## config.mk

```make
export PLATFORM = sky130hd
export DESIGN_NAME = rtc_tick_irq
export DESIGN_NICKNAME = d
export VERILOG_FILES = /design/src/rtl/rtc_irq_pkg.sv /design/src/rtl/rtc_prescaler.sv /design/src/rtl/rtc_irq_status.sv /design/src/rtl/rtc_tick_irq.sv
export SDC_FILE = /design/constraint.sdc
export NUM_CORES = 1
export LEC_CHECK = 0
export ABC_AREA = 1
export BUFFER_PORTS_ARGS = -buffer_cell sky130_fd_sc_hd__buf_2
export CAP_MARGIN = 5
export CORE_MARGIN = 1
export CORE_UTILIZATION = 54
export CTS_BUF_LIST = sky130_fd_sc_hd__clkbuf_8
export DETAILED_ROUTE_END_ITERATION = 7
export GPL_TIMING_DRIVEN = 0
export PLACE_DENSITY = 0.88
export SYNTH_ARGS = -nofsm -noshare
export SYNTH_HDL_FRONTEND = slang
export SYNTH_SLANG_ARGS = --single-unit
```

## constraint.sdc

```tcl
create_clock -name clk_i -period 2.3 [get_ports clk_i]
set_clock_uncertainty 0.2 [all_clocks]
set_input_delay 0.345 -clock clk_i [delete_from_list [all_inputs] [get_ports clk_i]]
set_output_delay 0.345 -clock clk_i [all_outputs]
set_load 0.005 [all_outputs]
```

## src/rtl/rtc_irq_pkg.sv

```systemverilog
package rtc_irq_pkg;
  localparam int unsigned REG_W    = 16;
  localparam int unsigned BASE_HZ  = 512;
  localparam int unsigned DIV_BITS = $clog2(BASE_HZ);

  localparam int unsigned OFF_CTRL = 'h10;
  localparam int unsigned OFF_STAT = 'h14;
  localparam int unsigned OFF_IEN  = 'h18;

  localparam int unsigned CTRL_RUN = 7;
  localparam int unsigned CTRL_SEL = 5;

  localparam int unsigned ST_STOPW = 0;
  localparam int unsigned ST_ALARM = 2;
  localparam int unsigned ST_1HZ   = 4;
  localparam int unsigned ST_2HZ   = 7;
  localparam int unsigned ST_PER   = 8;

  typedef enum logic [1:0] {
    REF_32768 = 2'd0,
    REF_32000 = 2'd1,
    REF_38400 = 2'd2,
    REF_RSVD  = 2'd3
  } ref_sel_e;
endpackage

```

## src/rtl/rtc_prescaler.sv

```systemverilog
module rtc_prescaler
  import rtc_irq_pkg::*;
#(
  parameter int unsigned REF_A_HZ = 32768,
  parameter int unsigned REF_B_HZ = 32000,
  parameter int unsigned REF_C_HZ = 38400
) (
  input  logic                clk_i,
  input  logic                rst_ni,
  input  logic                run_i,
  input  logic                ref_en_i,
  input  ref_sel_e            sel_i,
  output logic [DIV_BITS:0]   tick_o
);
  localparam int unsigned MAX_AB  = (REF_A_HZ > REF_B_HZ) ? REF_A_HZ : REF_B_HZ;
  localparam int unsigned MAX_REF = (MAX_AB > REF_C_HZ) ? MAX_AB : REF_C_HZ;
  localparam int unsigned ACC_W   = $clog2(2 * MAX_REF + BASE_HZ + 1);

  logic [ACC_W-1:0]    acc_q, sum, rate;
  logic [DIV_BITS-1:0] div_q;
  logic                base;

  always_comb begin
    unique case (sel_i)
      REF_32000: rate = ACC_W'(REF_B_HZ);
      REF_38400: rate = ACC_W'(REF_C_HZ);
      default:   rate = ACC_W'(REF_A_HZ);
    endcase
  end

  assign sum  = acc_q + ACC_W'(BASE_HZ);
  assign base = run_i & ref_en_i & (sum >= rate);

  // phase accumulator: exact long-run average for non-integer ratios
  always_ff @(posedge clk_i or negedge rst_ni) begin
    if (!rst_ni)       acc_q <= '0;
    else if (!run_i)   acc_q <= '0;
    else if (ref_en_i) acc_q <= base ? sum - rate : sum;
  end

  always_ff @(posedge clk_i or negedge rst_ni) begin
    if (!rst_ni)     div_q <= '0;
    else if (!run_i) div_q <= '0;
    else if (base)   div_q <= div_q + 1'b1;
  end

  // tick_o[k] runs at BASE_HZ >> k
  assign tick_o[0] = base;
  for (genvar k = 1; k <= DIV_BITS; k++) begin : g_div
    assign tick_o[k] = base & (&div_q[k-1:0]);
  end
endmodule

```

## src/rtl/rtc_irq_status.sv

```systemverilog
module rtc_irq_status #(
  parameter int unsigned W = 16
) (
  input  logic         clk_i,
  input  logic         rst_ni,
  input  logic [W-1:0] set_i,
  input  logic [W-1:0] clr_i,
  input  logic [W-1:0] ien_i,
  output logic [W-1:0] status_o,
  output logic         irq_o
);
  logic [W-1:0] status_q;

  // set has priority over a same-cycle clear
  always_ff @(posedge clk_i or negedge rst_ni) begin
    if (!rst_ni) status_q <= '0;
    else         status_q <= (status_q & ~clr_i) | set_i;
  end

  assign status_o = status_q;
  assign irq_o    = |(status_q & ien_i);
endmodule

```

## src/rtl/rtc_tick_irq.sv

```systemverilog
module rtc_tick_irq
  import rtc_irq_pkg::*;
#(
  parameter int unsigned ADDR_W   = 6,
  parameter int unsigned REF_A_HZ = 32768,
  parameter int unsigned REF_B_HZ = 32000,
  parameter int unsigned REF_C_HZ = 38400
) (
  input  logic              clk_i,
  input  logic              rst_ni,
  input  logic              ref_en_i,
  input  logic              alarm_evt_i,
  input  logic              stopw_evt_i,
  input  logic              reg_we_i,
  input  logic [ADDR_W-1:0] reg_addr_i,
  input  logic [REG_W-1:0]  reg_wdata_i,
  output logic [REG_W-1:0]  reg_rdata_o,
  output logic              irq_o
);
  localparam logic [ADDR_W-1:0] A_CTRL = ADDR_W'(OFF_CTRL);
  localparam logic [ADDR_W-1:0] A_STAT = ADDR_W'(OFF_STAT);
  localparam logic [ADDR_W-1:0] A_IEN  = ADDR_W'(OFF_IEN);
  localparam int unsigned       N_PER  = REG_W - ST_PER;

  logic             run_q;
  ref_sel_e         sel_q;
  logic [REG_W-1:0] ien_q;
  logic [REG_W-1:0] status, set_vec, clr_vec;
  logic [DIV_BITS:0] tick;
  logic             ctrl_wr, stat_wr, ien_wr;

  assign ctrl_wr = reg_we_i && (reg_addr_i == A_CTRL);
  assign stat_wr = reg_we_i && (reg_addr_i == A_STAT);
  assign ien_wr  = reg_we_i && (reg_addr_i == A_IEN);

  always_ff @(posedge clk_i or negedge rst_ni) begin
    if (!rst_ni) begin
      run_q <= 1'b0;
      sel_q <= REF_32768;
    end else if (ctrl_wr) begin
      run_q <= reg_wdata_i[CTRL_RUN];
      sel_q <= ref_sel_e'(reg_wdata_i[CTRL_SEL+:2]);
    end
  end

  always_ff @(posedge clk_i or negedge rst_ni) begin
    if (!rst_ni)     ien_q <= '0;
    else if (ien_wr) ien_q <= reg_wdata_i;
  end

  rtc_prescaler #(
    .REF_A_HZ(REF_A_HZ),
    .REF_B_HZ(REF_B_HZ),
    .REF_C_HZ(REF_C_HZ)
  ) u_presc (
    .clk_i   (clk_i),
    .rst_ni  (rst_ni),
    .run_i   (run_q),
    .ref_en_i(ref_en_i),
    .sel_i   (sel_q),
    .tick_o  (tick)
  );

  always_comb begin
    set_vec           = '0;
    set_vec[ST_STOPW] = stopw_evt_i;
    set_vec[ST_ALARM] = alarm_evt_i;
    set_vec[ST_1HZ]   = tick[DIV_BITS];
    set_vec[ST_2HZ]   = tick[DIV_BITS-1];
    // bit ST_PER+m carries 4 Hz << m
    for (int m = 0; m < N_PER; m++) set_vec[ST_PER+m] = tick[N_PER-1-m];
  end

  assign clr_vec = stat_wr ? reg_wdata_i : '0;

  rtc_irq_status #(.W(REG_W)) u_stat (
    .clk_i   (clk_i),
    .rst_ni  (rst_ni),
    .set_i   (set_vec),
    .clr_i   (clr_vec),
    .ien_i   (ien_q),
    .status_o(status),
    .irq_o   (irq_o)
  );

  always_comb begin
    reg_rdata_o = '0;
    if (reg_addr_i == A_CTRL) begin
      reg_rdata_o[CTRL_RUN]     = run_q;
      reg_rdata_o[CTRL_SEL+:2]  = sel_q;
    end else if (reg_addr_i == A_STAT) begin
      reg_rdata_o = status;
    end else if (reg_addr_i == A_IEN) begin
      reg_rdata_o = ien_q;
    end
  end
endmodule

```

Word-level counts from Yosys, hierarchy flattened
Cells that the tools add are included.
Storage, ports and cells
  bits in registers: 61
  output and inout bits: 17
  word-level logic and storage cells: 56
Cells by class
  add/sub/neg operators: 3
  order comparisons: 1
  equality and inequality tests: 7
  mux-type cells: 12
  bitwise operators: 15
  reductions and logical operators: 12
Operators by type and width (number)
  17-bit two-way mux: 3
  16-bit two-way mux: 3
  16-bit AND: 2
  16-bit one-hot mux with 2 select lines: 1
  6-bit by 5-bit == test with 1-bit output, second input constant: 3
  9-bit two-way mux: 2
  17-bit by 10-bit adder with 17-bit output, second input constant: 1
  17-bit by 16-bit >= comparator with 1-bit output: 1
  17-bit by 16-bit subtractor with 17-bit output: 1
  16-bit inverter: 1
  16-bit bitwise OR: 1
  16-bit OR reduction: 1
  1-bit AND: 11
  9-bit by 1-bit adder with 9-bit output, second input constant: 1
  9-bit AND reduction: 1
  8-bit two-way mux: 1
  8-bit AND reduction: 1
  7-bit AND reduction: 1
  6-bit AND reduction: 1
  5-bit two-way mux: 1
  5-bit AND reduction: 1
  4-bit AND reduction: 1
  1-bit logical AND: 3
  3-bit two-way mux: 1
  6 further kinds: 6

Logic depth before layout (Yosys ltp)
Gate-level depths: netlist of the first run.
  word-level depth: 7
  depth in mapped cells: 18
  depth with buffers taken out: 18

Modules after synthesis
A second synthesis of the first run with hierarchy kept.
Second synthesis, totals
  cell total of the unflattened synthesis: 516
  area total of the unflattened synthesis: 3633.5 µm²
By module, submodules not included
  rtc_prescaler: instances 1, cells each 243, area an instance 1660.3 µm², seq. area each 450.4 µm²
  rtc_tick_irq: instances 1, cells each 190, area an instance 1258.7 µm², seq. area each 475.5 µm²
  rtc_irq_status: instances 1, cells each 83, area an instance 714.4 µm², seq. area each 400.4 µm²

Worst setup path before layout of the first run
OpenSTA, ideal clock, no wires.
  path type: reg2reg
  start point: register u_presc.acc_q[9]
  end point: register u_presc.div_q[5]
  library setup time: 0.116 ns
  data arrival time: 2.178 ns
  path slack: -0.195 ns
  cell stages (with the launch flop): 17
  path buffers: 1
  clock period less this slack: 2.495 ns
  path through: dfrtp_1 ha_1 nand2_1 nor2_1 nand2_1 xnor2_1 ha_1 nand2_1 nor2_1 nand2_1 nand2_2 nor2_8 nand2_4 nand2_8 buf_12 nand3_2 nand2_1
Between the ends
  word-level cells in the longest chain between the ends: 4
Ends and longest elaborated chain
  start, declared: RTL line rtc_prescaler.sv:19  | logic [ACC_W-1:0] acc_q, sum, rate;
  start signal, assigned: RTL line rtc_prescaler.sv:38  | else if (ref_en_i) acc_q <= base ? sum - rate : sum;
  17-bit by 10-bit adder with 17-bit output: RTL line rtc_prescaler.sv:31  | assign sum = acc_q + ACC_W'(BASE_HZ);
  17-bit by 16-bit >= comparator with 1-bit output: RTL line rtc_prescaler.sv:32  | assign base = run_i & ref_en_i & (sum >= rate);
  1-bit AND: RTL line rtc_prescaler.sv:32
  2-bit by 1-bit != test with 1-bit output (no source line)
  end signal, assigned: RTL line rtc_prescaler.sv:44  | else if (base) div_q <= div_q + 1'b1;
  end, declared: RTL line rtc_prescaler.sv:20  | logic [DIV_BITS-1:0] div_q;
Every way passes these cells.
A chain may end at the register's enable or synchronous reset.

Worst setup path after layout of the first run
  start point: register u_presc.acc_q[10]
  end point: register u_stat.status_q[9] (netlist: u_stat.status_o[9])
Between the ends
  word-level cells in the longest chain between the ends: 5
Ends and longest elaborated chain
  17-bit by 10-bit adder with 17-bit output: RTL line rtc_prescaler.sv:31
  17-bit by 16-bit >= comparator with 1-bit output: RTL line rtc_prescaler.sv:32
  1-bit AND: RTL line rtc_prescaler.sv:32
  1-bit AND: RTL line rtc_prescaler.sv:50  | assign tick_o[k] = base & (&div_q[k-1:0]);
  16-bit bitwise OR: RTL line rtc_irq_status.sv:17  | else status_q <= (status_q & ~clr_i) | set_i;
  end signal, assigned: RTL line rtc_irq_status.sv:17
  end, declared: RTL line rtc_irq_status.sv:12  | logic [W-1:0] status_q;
Every way passes these cells.

==> results of run 1 <==
cell families (layout without fill, tap and decap cells):
group	count (synthesis)	after routing	synth area share (%)
DFF	53	53	40.8
and+or+nand+nor	188	190	26.9
xor gates and xnor gates	9	9	2.42
AOI/OAI and AO/OA	74	74	13.2
buffers and inverters	84	159	10.4
adders and majority gates	16	16	6.39
state kept, by name, summed over array words and instances (netlist names):
signal           flops
u_stat.status_o     16
ien_q               16
u_presc.acc_q        9
run_q                1
u_presc.div_q        9
sel_q                2
placed cells by master, fill, tap and decap left out, types with 4 or more instances in the layout:
cell type,instances
a22o_1,6
nand3_1,18
o21ai_1,7
xor2_1,5
nor2_1,13
buf_4,21
nand3_2,8
nand2_4,9
inv_1,73
ha_1,11
buf_2,47
clkbuf_8,5
o22ai_1,8
nand4_1,5
nand2_2,11
o21ai_0,38
a221oi_1,4
nand2_1,113
dfrtp_1,52
final cells by class:
cell class              count  area (um^2)
multi-input cells         289         1770
repair inverters            1         6.26
flip-flops and latches     53         1330
clock inverters             3         42.5
repair buffers             66          403
plain buffers               6         42.5
inverters                  78          300
well taps                  72         90.1
clock buffers               5         68.8
fillers                   373         1590
metrics by stage:
stage,hold slack (ns),util (%),instances,instance area [um^2]
global route,0.00784,71.8,573,4050
finish,0.0130,71.8,573,4050
global placement,0.267,63.5,540,3580
floorplan,-0.151,-,424,3270
detailed placement,0.276,63.5,540,3580
CTS,0.00630,69.4,568,3920
what timing repair did:
action / 4_1_cts / 5_1_grt
buffers inserted: 17 / 4
gates cloned: 3 / 1
endpoints found under the setup margin: 28 / 28
resized for setup: 19 / 20
pin swaps: 8 / 13
per-layer routing:
layer	track usage [%]	wire [um]
met5	0	0
met4	12.0	297
met3	6.29	706
met2	49.1	4630
met1	37.0	3690
power by group through the flow:
stage	Combinational (mW)	Sequential, mW	Clock, mW
floorplan	0.333	1.03	0
global placement	0.444	1.04	0
detailed placement	0.460	1.05	0
CTS	0.535	1.03	0.640
global route	0.680	1.04	0.672
finish	0.626	1.03	0.635
critical path: cells and delay by family (launching register included):
family                     cells  cell delay (ns)
and+or+nand+nor                9             0.92
DFF                            1             0.42
adders and majority gates      1             0.40
buffers and inverters          2             0.27
xor gates and xnor gates       1             0.24
AOI/OAI and AO/OA              1             0.16
final timing paths:
check	end	slack, ns
setup / recovery	u_stat.status_o[9]	-0.41
hold / removal	u_stat.status_o[0]	0.01
setup reg to reg	u_stat.status_o[9]	-0.41
hold reg to reg	ien_q[13]	0.30
max in group asynchronous	u_presc.acc_q[9]	1.06
min in group asynchronous	u_presc.acc_q[15]	0.06
==> flow_summary.toml, run 1 <==
[grt]
antenna_found_initial = 0
grt.overflow.total = 0
grt_max_degree = 54
track_usage_pct = 29.4
grt_pass1_wl_um = 14300
grt_pass1_vias = 3127

[cts]
worstSkewPairLatency_ns = 0.31
cts.clk_slew.worst_paths_ns = 0.10
ctsHoldBuffers = 0
cts_inserted_buffers = 5
cts_buffer_depth = 2
cts_root_buffer = "clkbuf_8"
cts_tree = "built"
h-tree-depth = 2
cts.sinks = 53

[timing]
report.final.slew_viol_count = 0
tightest_slew_ns = 1.17
hold_viol_final = 0
setup_ws_ns = -0.413
setup_viol = 28
rsz0062_at_grt = "true"
clock.fmax_ghz = 0.369
slew_headroom_pct = 21.9
fin_crit_sh_pct = 118
period_minus_slack_ns = 2.71
setup_tns_ns = -9.30

[worst_setup_path]
critPathArrivalTime_ns = 2.74
crit_type = "flip-flop to flip-flop"
cp_max_fo = 6
path_cells = "nand2_2 > nor2_4 > xor2_1 > inv_1 > ha_2 > nand2_1 > nor2_1 > nand2_1 > nand2_2 > nand2_4 > nand2_8 > nand2_8 > clkbuf_16 > o21ai_1"
r2r.worst_path.cells = 14
cpMaxStageDelayCell = "dfrtp_1"
startpoint = "u_presc.acc_q[10]"
cpPeakStageDelay_ns = 0.42
cp.required_ns = 2.32
setup.worst_path.start_class = "flip-flop"
cp-end-kind = "flip-flop"
r2r_start = "u_presc.acc_q[10]"

[status]
status = "finished, violations left"
violations = "negative setup slack"

[place]
dp_hpwl_um = 5770
portBuffers = 44
place.gp.congestion = 0.866
pre_cts_slack_ns = -0.543

[power]
p_int_mw = 1.54
p_sw_share_pct = 32.8
power_mw = 2.29
clkPwrFrac_pct = 27.7
peakVddDrop_mv = 0.331
combPwrFrac_pct = 27.3
leakagePower_nw = 2.23
switching_power_uw = 752
p_per_area_nw_per_um2 = 566
seqPwrFrac_pct = 45.0

[synth]
async_flop_share_pct = 100
yosysMostFrequentCell = "nand2_1"
synth_common_cells = "nand2_1 (125), inv_1 (73), dfrtp_1 (53), o21ai_0 (43), nand3_1 (20)"
synth_area_per_cell_um2 = 7.67
synth_area_um2 = 3250
synth_area_leaders = "dfrtp_1 (41%), nand2_1 (14%), inv_1 (8.4%), o21ai_0 (6.6%), ha_1 (5.8%)"
synth_flop_cell = "dfrtp_1"
yosysWarnings = 0
ys_ff_latch = 53
synth_top_cell_area_share_pct = 40.8
synth_cells = 424
synth-edff-count = 0
synth.distinct_cells = 35
seq_area_frac_synth_pct = 40.8
yosys.area.top_type = "dfrtp_1"
syn_nets = 468

[finish]
layout.nets = 544
drive_above_1_share_pct = 26.3
areaGrowthSynthToFinish_pct = 24.5
antenna_cells = 0

[detailed_routing]
wirelength_um = 9330
firstDrtPassIters = 7
drc = 0
vias_per_cell = 5.75
vias = 3296
wire_per_inst_um = 16.3
ant_nets = 0
dr.first_iter.drc_count = 302

[floorplanning]
dieWidth_um = 79.6
rows = 27
io_pins = 45
start_util_pct = 57.6
die_y_um = 79.6
die-area_um2 = 6340
core_um2 = 5640

[job]
drv_cap = 0

[min_path]
hold_depth = 3
min_from = "stopw_evt_i"
hold_path_class = "primary input to flip-flop"
Note: power is estimated with default switching activity, not from simulation.
==> run 2: changes to the inputs <==
--- a/config.mk
+++ b/config.mk
@@ -11,3 +11,3 @@
 export CORE_MARGIN = 1
-export CORE_UTILIZATION = 54
+export CORE_UTILIZATION = 60
 export CTS_BUF_LIST = sky130_fd_sc_hd__clkbuf_8
@@ -15,3 +15,3 @@
 export GPL_TIMING_DRIVEN = 0
-export PLACE_DENSITY = 0.88
+export PLACE_DENSITY = 0.92
 export SYNTH_ARGS = -nofsm -noshare
==> constraint.sdc (replaced) <==
create_clock -name clk_i -period 2.9 [get_ports clk_i]
set_clock_uncertainty 0.2 [all_clocks]
set_input_delay 0.58 -clock clk_i [delete_from_list [all_inputs] [get_ports clk_i]]
set_output_delay 0.58 -clock clk_i [all_outputs]
set_load 0.005 [all_outputs]
==> flow_summary.toml, run 2 (same netlist as run 1, synthesis figures left out) <==
[status]
status = "finished clean"

[place]
portBuffers = 44
place.gp.congestion = 0.863
pre_cts_slack_ns = 0.0768
dp_hpwl_um = 5490

[worst_setup_path]
path_cells = "ha_1 > nand2_1 > nor2_1 > nand2_1 > xnor2_2 > ha_1 > nand2_1 > nor2_1 > nand2_1 > nand2_2 > nor2_8 > nand2_8 > nand2_8 > inv_4 > nand2_1 > nand2_1 > inv_1"
crit_buf_inv = 2
cp_max_fo = 10
cp.required_ns = 2.91
crit_type = "flip-flop to flip-flop"
critical-path-top-delay-family = "simple AND/OR/NAND/NOR gates"
cp.depth = 17
cpPeakStageDelay_ns = 0.41
cp-end-kind = "flip-flop"
crit_top_cell = "nand2_1"
critPathArrivalTime_ns = 2.72
r2r.worst_path.cells = 17
setup.worst_path.start_class = "flip-flop"
r2r_start = "u_presc.acc_q[10]"
cpMaxStageDelayCell = "dfrtp_1"
crit_end = "u_presc.div_q[0]"
startpoint = "u_presc.acc_q[10]"
r2r_end = "u_presc.div_q[0]"
r2r_slack_ns = 0.19

[timing]
clock.fmax_ghz = 0.369
report.final.slew_viol_count = 0
setup_viol = 0
setup_ws_ns = 0.193
slew_headroom_pct = 66.3
period_minus_slack_ns = 2.71
setup_tns_ns = 0
fin_crit_sh_pct = 93.4
rsz0062_at_grt = "false"
hold_viol_final = 0
tightest_slew_ns = 0.505

[detailed_routing]
wire_per_inst_um = 13.3
dr.first_iter.drc_count = 182
drc = 0
vias_per_cell = 5.34
vias = 2940
ant_nets = 0
firstDrtPassIters = 4
wirelength_um = 7310

[finish]
layout_common_cells = "nand2_1 (125), inv_1 (73), dfrtp_1 (52), buf_2 (47), o21ai_0 (43)"
layout.nets = 524
areaGrowthSynthToFinish_pct = 14.9
final_common_cell = "nand2_1"
drive_above_1_share_pct = 17.7
antenna_cells = 0

[cts]
h-tree-depth = 2
cts_buffer_depth = 2
cts_inserted_buffers = 5
cts_root_buffer = "clkbuf_8"
worstSkewPairLatency_ns = 0.31
cts.clk_slew.worst_paths_ns = 0.10
cts.sinks = 53
cts_tree = "built"

[power]
seqPwrFrac_pct = 50.1
combPwrFrac_pct = 23.0
peakVddDrop_mv = 0.265
power_mw = 1.63
p_int_mw = 1.10
leakagePower_nw = 2.04
clkPwrFrac_pct = 26.9
switching_power_uw = 527
p_sw_share_pct = 32.4
p_per_area_nw_per_um2 = 435

[grt]
grt_pass1_wl_um = 11200
grt.overflow.total = 0
track_usage_pct = 26.3
grt-busiest-layer = "met2"
met2_usage_pct = 44.3
grt_pass1_vias = 2587
use_met1_pct = 34.3
grt_max_degree = 54
antenna_found_initial = 0
use_met3_pct = 4.63

[min_path]
hold_depth = 3
hold_path_class = "primary input to flip-flop"

[floorplanning]
dieWidth_um = 75.6
rows = 26
start_util_pct = 62.9
core_um2 = 5170
io_pins = 45
die_y_um = 75.6
die-area_um2 = 5720

[job]
drv_cap = 0
run 2: routing by layer:
| metal | vias to the layer above | routed length [um] |
|---|---|---|
| met2 | 86 | 3610 |
| met4 | 0 | 116 |
| met5 | - | 0 |
| li1 | 1474 | - |
| met3 | 15 | 388 |
| met1 | 1365 | 3190 |
run 2: cell type report:
| type | count | area [um^2] |
|---|---|---|
| well taps | 70 | 87.6 |
| clock inverters | 3 | 25.0 |
| multi-input cells | 287 | 1620 |
| flip-flops and latches | 53 | 1330 |
| fillers | 395 | 1440 |
| repair buffers | 49 | 273 |
| plain buffers | 6 | 42.5 |
| inverters | 78 | 295 |
| clock buffers | 5 | 68.8 |
run 2: worst min-delay path by stage:
stage                            from                 end
after floorplan                rst_ni            ien_q[0]
after global placement      ien_q[10]           ien_q[10]
after detailed placement    ien_q[14]           ien_q[14]
after CTS                 alarm_evt_i  u_stat.status_o[2]
after global routing      stopw_evt_i  u_stat.status_o[0]
final                     alarm_evt_i  u_stat.status_o[2]
run 2: worst reg2reg max path, stage by stage, from the launching register on:
cell and delay [ns]:
dfrtp_1 0.41, ha_1 0.18, nand2_1 0.09, nor2_1 0.17, nand2_1 0.11, xnor2_2 0.15, ha_1 0.30, nand2_1 0.08
nor2_1 0.13, nand2_1 0.09, nand2_2 0.11, nor2_8 0.07, nand2_8 0.10, nand2_8 0.09, inv_4 0.12, nand2_1 0.10
nand2_1 0.07, inv_1 0.03
run 2: power groups by stage:
stage / clock [mW] / combinational (mW) / sequential, mW
finish: 0.437 / 0.375 / 0.814
detailed placement: 0 / 0.358 / 0.828
floorplan: 0 / 0.259 / 0.819
global route: 0.476 / 0.430 / 0.818
global placement: 0 / 0.343 / 0.825
CTS: 0.452 / 0.359 / 0.814
run 2: through the flow:
stage          instance area [um^2]  hold WS (ns)  instances  util (%)
6_report                       3740         0.247        551      72.2
5_1_grt                        3740         0.258        551      72.2
4_1_cts                        3650         0.240        546      70.6
3_5_place_dp                   3560         0.276        538      68.8
3_3_place_gp                   3560         0.269        538      68.8
2_1_floorplan                  3250        0.0844        424         -
run 2: what timing repair did:
action	4_1_cts	5_1_grt
setup endpoints to repair	0	26
hold endpoints to repair	0	9
gates resized for setup	0	4
setup buffers	0	3
hold buffers	0	1
==> run 3: changes to the inputs <==
Settings changed: CORE_UTILIZATION 60 to 61, CTS_CLUSTER_DIAMETER set to 150, SYNTH_HIERARCHICAL set to 1.
==> flow_summary.toml, run 3 <==
[synth]
seq_area_frac_synth_pct = 36.5
ys_ff_latch = 53
synth_flop_cell = "dfrtp_1"
synth_top_family_by_area = "simple AND/OR/NAND/NOR gates"
synth_area_per_cell_um2 = 7.04
synth.distinct_cells = 35
synth_area_um2 = 3630
async_flop_share_pct = 100
synth_common_cells = "nand2_1 (177), inv_1 (85), dfrtp_1 (53), nand3_1 (52), nor2_1 (41)"
synth_top_cell_area_share_pct = 36.5
synth.area.mux_share_pct = 0
yosysMostFrequentCell = "nand2_1"
synth-edff-count = 0
synth-compound-area-share_pct = 5.89
synth_fa_ha_area_share_pct = 5.72
yosys.area.top_type = "dfrtp_1"
synth_area_leaders = "dfrtp_1 (37%), nand2_1 (18%), inv_1 (8.8%), nand3_1 (7.2%), ha_1 (5.2%)"
synth_cells = 516
synthSimpleGateAreaFrac_pct = 37.3
synth_xor_xnor_area_share_pct = 2.65
yosysWarnings = 6

[worst_setup_path]
r2r_slack_ns = -0.02
crit_top_cell = "inv_1"
r2r_end = "u_stat/status_o[8]"
r2r_start = "u_presc/acc_q[11]"
setup.worst_path.start_class = "flip-flop"
cp_max_fo = 6
crit_type = "flip-flop to flip-flop"
path_cells = "nand2_2 > nor2_4 > inv_1 > nor2_2 > xor2_1 > ha_1 > nand2_1 > inv_1 > a21oi_2 > nand2_1 > nand2_2 > nand2_4 > nand2_8 > nor2_4 > inv_1 > nor2_2 > o21bai_2"
cpMaxStageDelayCell = "dfrtp_1"
cpPeakStageDelay_ns = 0.46
critical-path-top-delay-family = "simple AND/OR/NAND/NOR gates"
cp.required_ns = 2.90
r2r.worst_path.cells = 17
cp-end-kind = "flip-flop"
crit_buf_inv = 3
critPathArrivalTime_ns = 2.92

[cts]
ctsHoldBuffers = 0
cts.clk_slew.worst_paths_ns = 0.10
cts_tree = "built"
cts_buffer_depth = 2
cts_inserted_buffers = 5
h-tree-depth = 2
cts.sinks = 53
cts_root_buffer = "clkbuf_8"
worstSkewPairLatency_ns = 0.31

[timing]
fin_crit_sh_pct = 101
clock.fmax_ghz = 0.343
slew_headroom_pct = 21.7
report.final.slew_viol_count = 0
tightest_slew_ns = 1.17
setup_viol = 3
setup_ws_ns = -0.0184
period_minus_slack_ns = 2.92
hold_viol_final = 0

[power]
combPwrFrac_pct = 28.1
seqPwrFrac_pct = 47.2
p_per_area_nw_per_um2 = 425
p_int_mw = 1.18
switching_power_uw = 617
p_sw_share_pct = 34.4
clkPwrFrac_pct = 24.6
peakVddDrop_mv = 0.247
leakagePower_nw = 2.48

[min_path]
hold_path_class = "primary input to flip-flop"
min_from = "stopw_evt_i"
min_to = "u_stat/status_o[0]"
hold_depth = 2

[place]
dp_hpwl_um = 6420
place_area_um2 = 3960
portBuffers = 44
place.gp.congestion = 0.908

[detailed_routing]
wirelength_um = 9550
firstDrtPassIters = 8
dr.first_iter.drc_count = 345
wire_per_inst_um = 14.5
ant_nets = 0
drc = 0
vias_per_cell = 5.53
vias = 3636

[finish]
final_core_util_pct = 75.2
antenna_cells = 0
final_cell_area_um2 = 4220
drive_above_1_share_pct = 19.3
layout_common_cells = "nand2_1 (173), inv_1 (85), dfrtp_1 (53), nand3_1 (52), buf_2 (49)"
final_common_cell = "nand2_1"
areaGrowthSynthToFinish_pct = 16.1
layout.nets = 629
fill_cells = 379

[grt]
antenna_found_initial = 0
track_usage_pct = 29.9
grt.overflow.total = 0
grt_pass1_wl_um = 14500
grt_pass1_vias = 3357
grt_max_degree = 54

[status]
status = "finished, violations left"
violations = "negative setup slack"

[floorplanning]
rows = 27
die_y_um = 79.2
die-area_um2 = 6270
core_um2 = 5610
start_util_pct = 64.8
dieWidth_um = 79.2
io_pins = 45

[job]
drv_cap = 0
run 3: power by group through the flow:
stage	registers [mW]	clock network, mW	logic (mW)
2_1_floorplan	0.845	0	0.327
5_1_grt	0.855	0.472	0.565
3_3_place_gp	0.855	0	0.430
3_5_place_dp	0.859	0	0.450
4_1_cts	0.844	0.446	0.462
6_report	0.847	0.441	0.504
run 3: cell families after synthesis:
group | Yosys count
AO/OA/AOI/OAI | 33
XOR/XNOR | 11
adder cells (fa/ha/maj) | 16
buffers and inverters | 101
flip-flops | 53
other | 1
AND/OR/NAND/NOR | 301
run 3: per-stage QoR:
step	setup slack (ns)	total power, mW	hold WS (ns)	std cells	TNS, ns
after CTS	0.0314	1.75	0.257	645	0
after floorplan	0.340	1.17	0.0844	519	0
after global routing	-0.149	1.89	0.254	658	-2.20
after detailed placement	-0.0611	1.31	0.286	635	-0.317
final	-0.0184	1.79	0.257	658	-0.0262
after global placement	0.0657	1.29	0.277	635	0
run 3: per-layer routing:
metal	routed length (um)	GRT usage, %	vias to the layer above
met5	0	0	-
met4	341	14.4	0
met3	596	4.02	41
met2	4780	51.8	204
met1	3830	36.6	1667
li1	-	-	1724
run 3: worst reg2reg max path: stages (launching register included):
cell      delay [ns]
dfrtp_1         0.46
nand2_2         0.10
nor2_4          0.15
inv_1           0.07
nor2_2          0.12
xor2_1          0.24
ha_1            0.33
nand2_1         0.12
inv_1           0.07
a21oi_2         0.16
nand2_1         0.08
nand2_2         0.11
nand2_4         0.11
nand2_8         0.11
nor2_4          0.04
inv_1           0.08
nor2_2          0.05
o21bai_2        0.20
run 3: worst max path at each step:
stage,start,endpoint,depth (start not counted)
2_1_floorplan,u_presc/acc_q[9],u_stat/status_o[15],16
3_3_place_gp,u_presc/acc_q[9],u_stat/status_o[15],16
3_5_place_dp,u_presc/acc_q[9],u_stat/status_o[4],16
4_1_cts,u_presc/acc_q[9],u_stat/status_o[4],17
5_1_grt,u_presc/acc_q[11],u_stat/status_o[14],17
6_report,u_presc/acc_q[11],u_stat/status_o[8],17
run 3: cell type report:
class	instances	area, um^2	area share [%]
Buffer	14	104	2.46
Clock buffer	6	82.6	1.96
Multi-Input combinational cell	365	1940	46.1
Sequential cell	53	1330	31.4
Tap cell	72	90.1	2.14
Inverter	87	327	7.74
Timing Repair Buffer	59	333	7.89
Clock inverter	2	13.8	0.326
run 3: timing repair:
item / 4_1_cts / 5_1_grt
buffers inserted: 2 / 13
pin swaps: 0 / 7
endpoints found under the setup margin: 9 / 18
gates resized for setup: 1 / 13
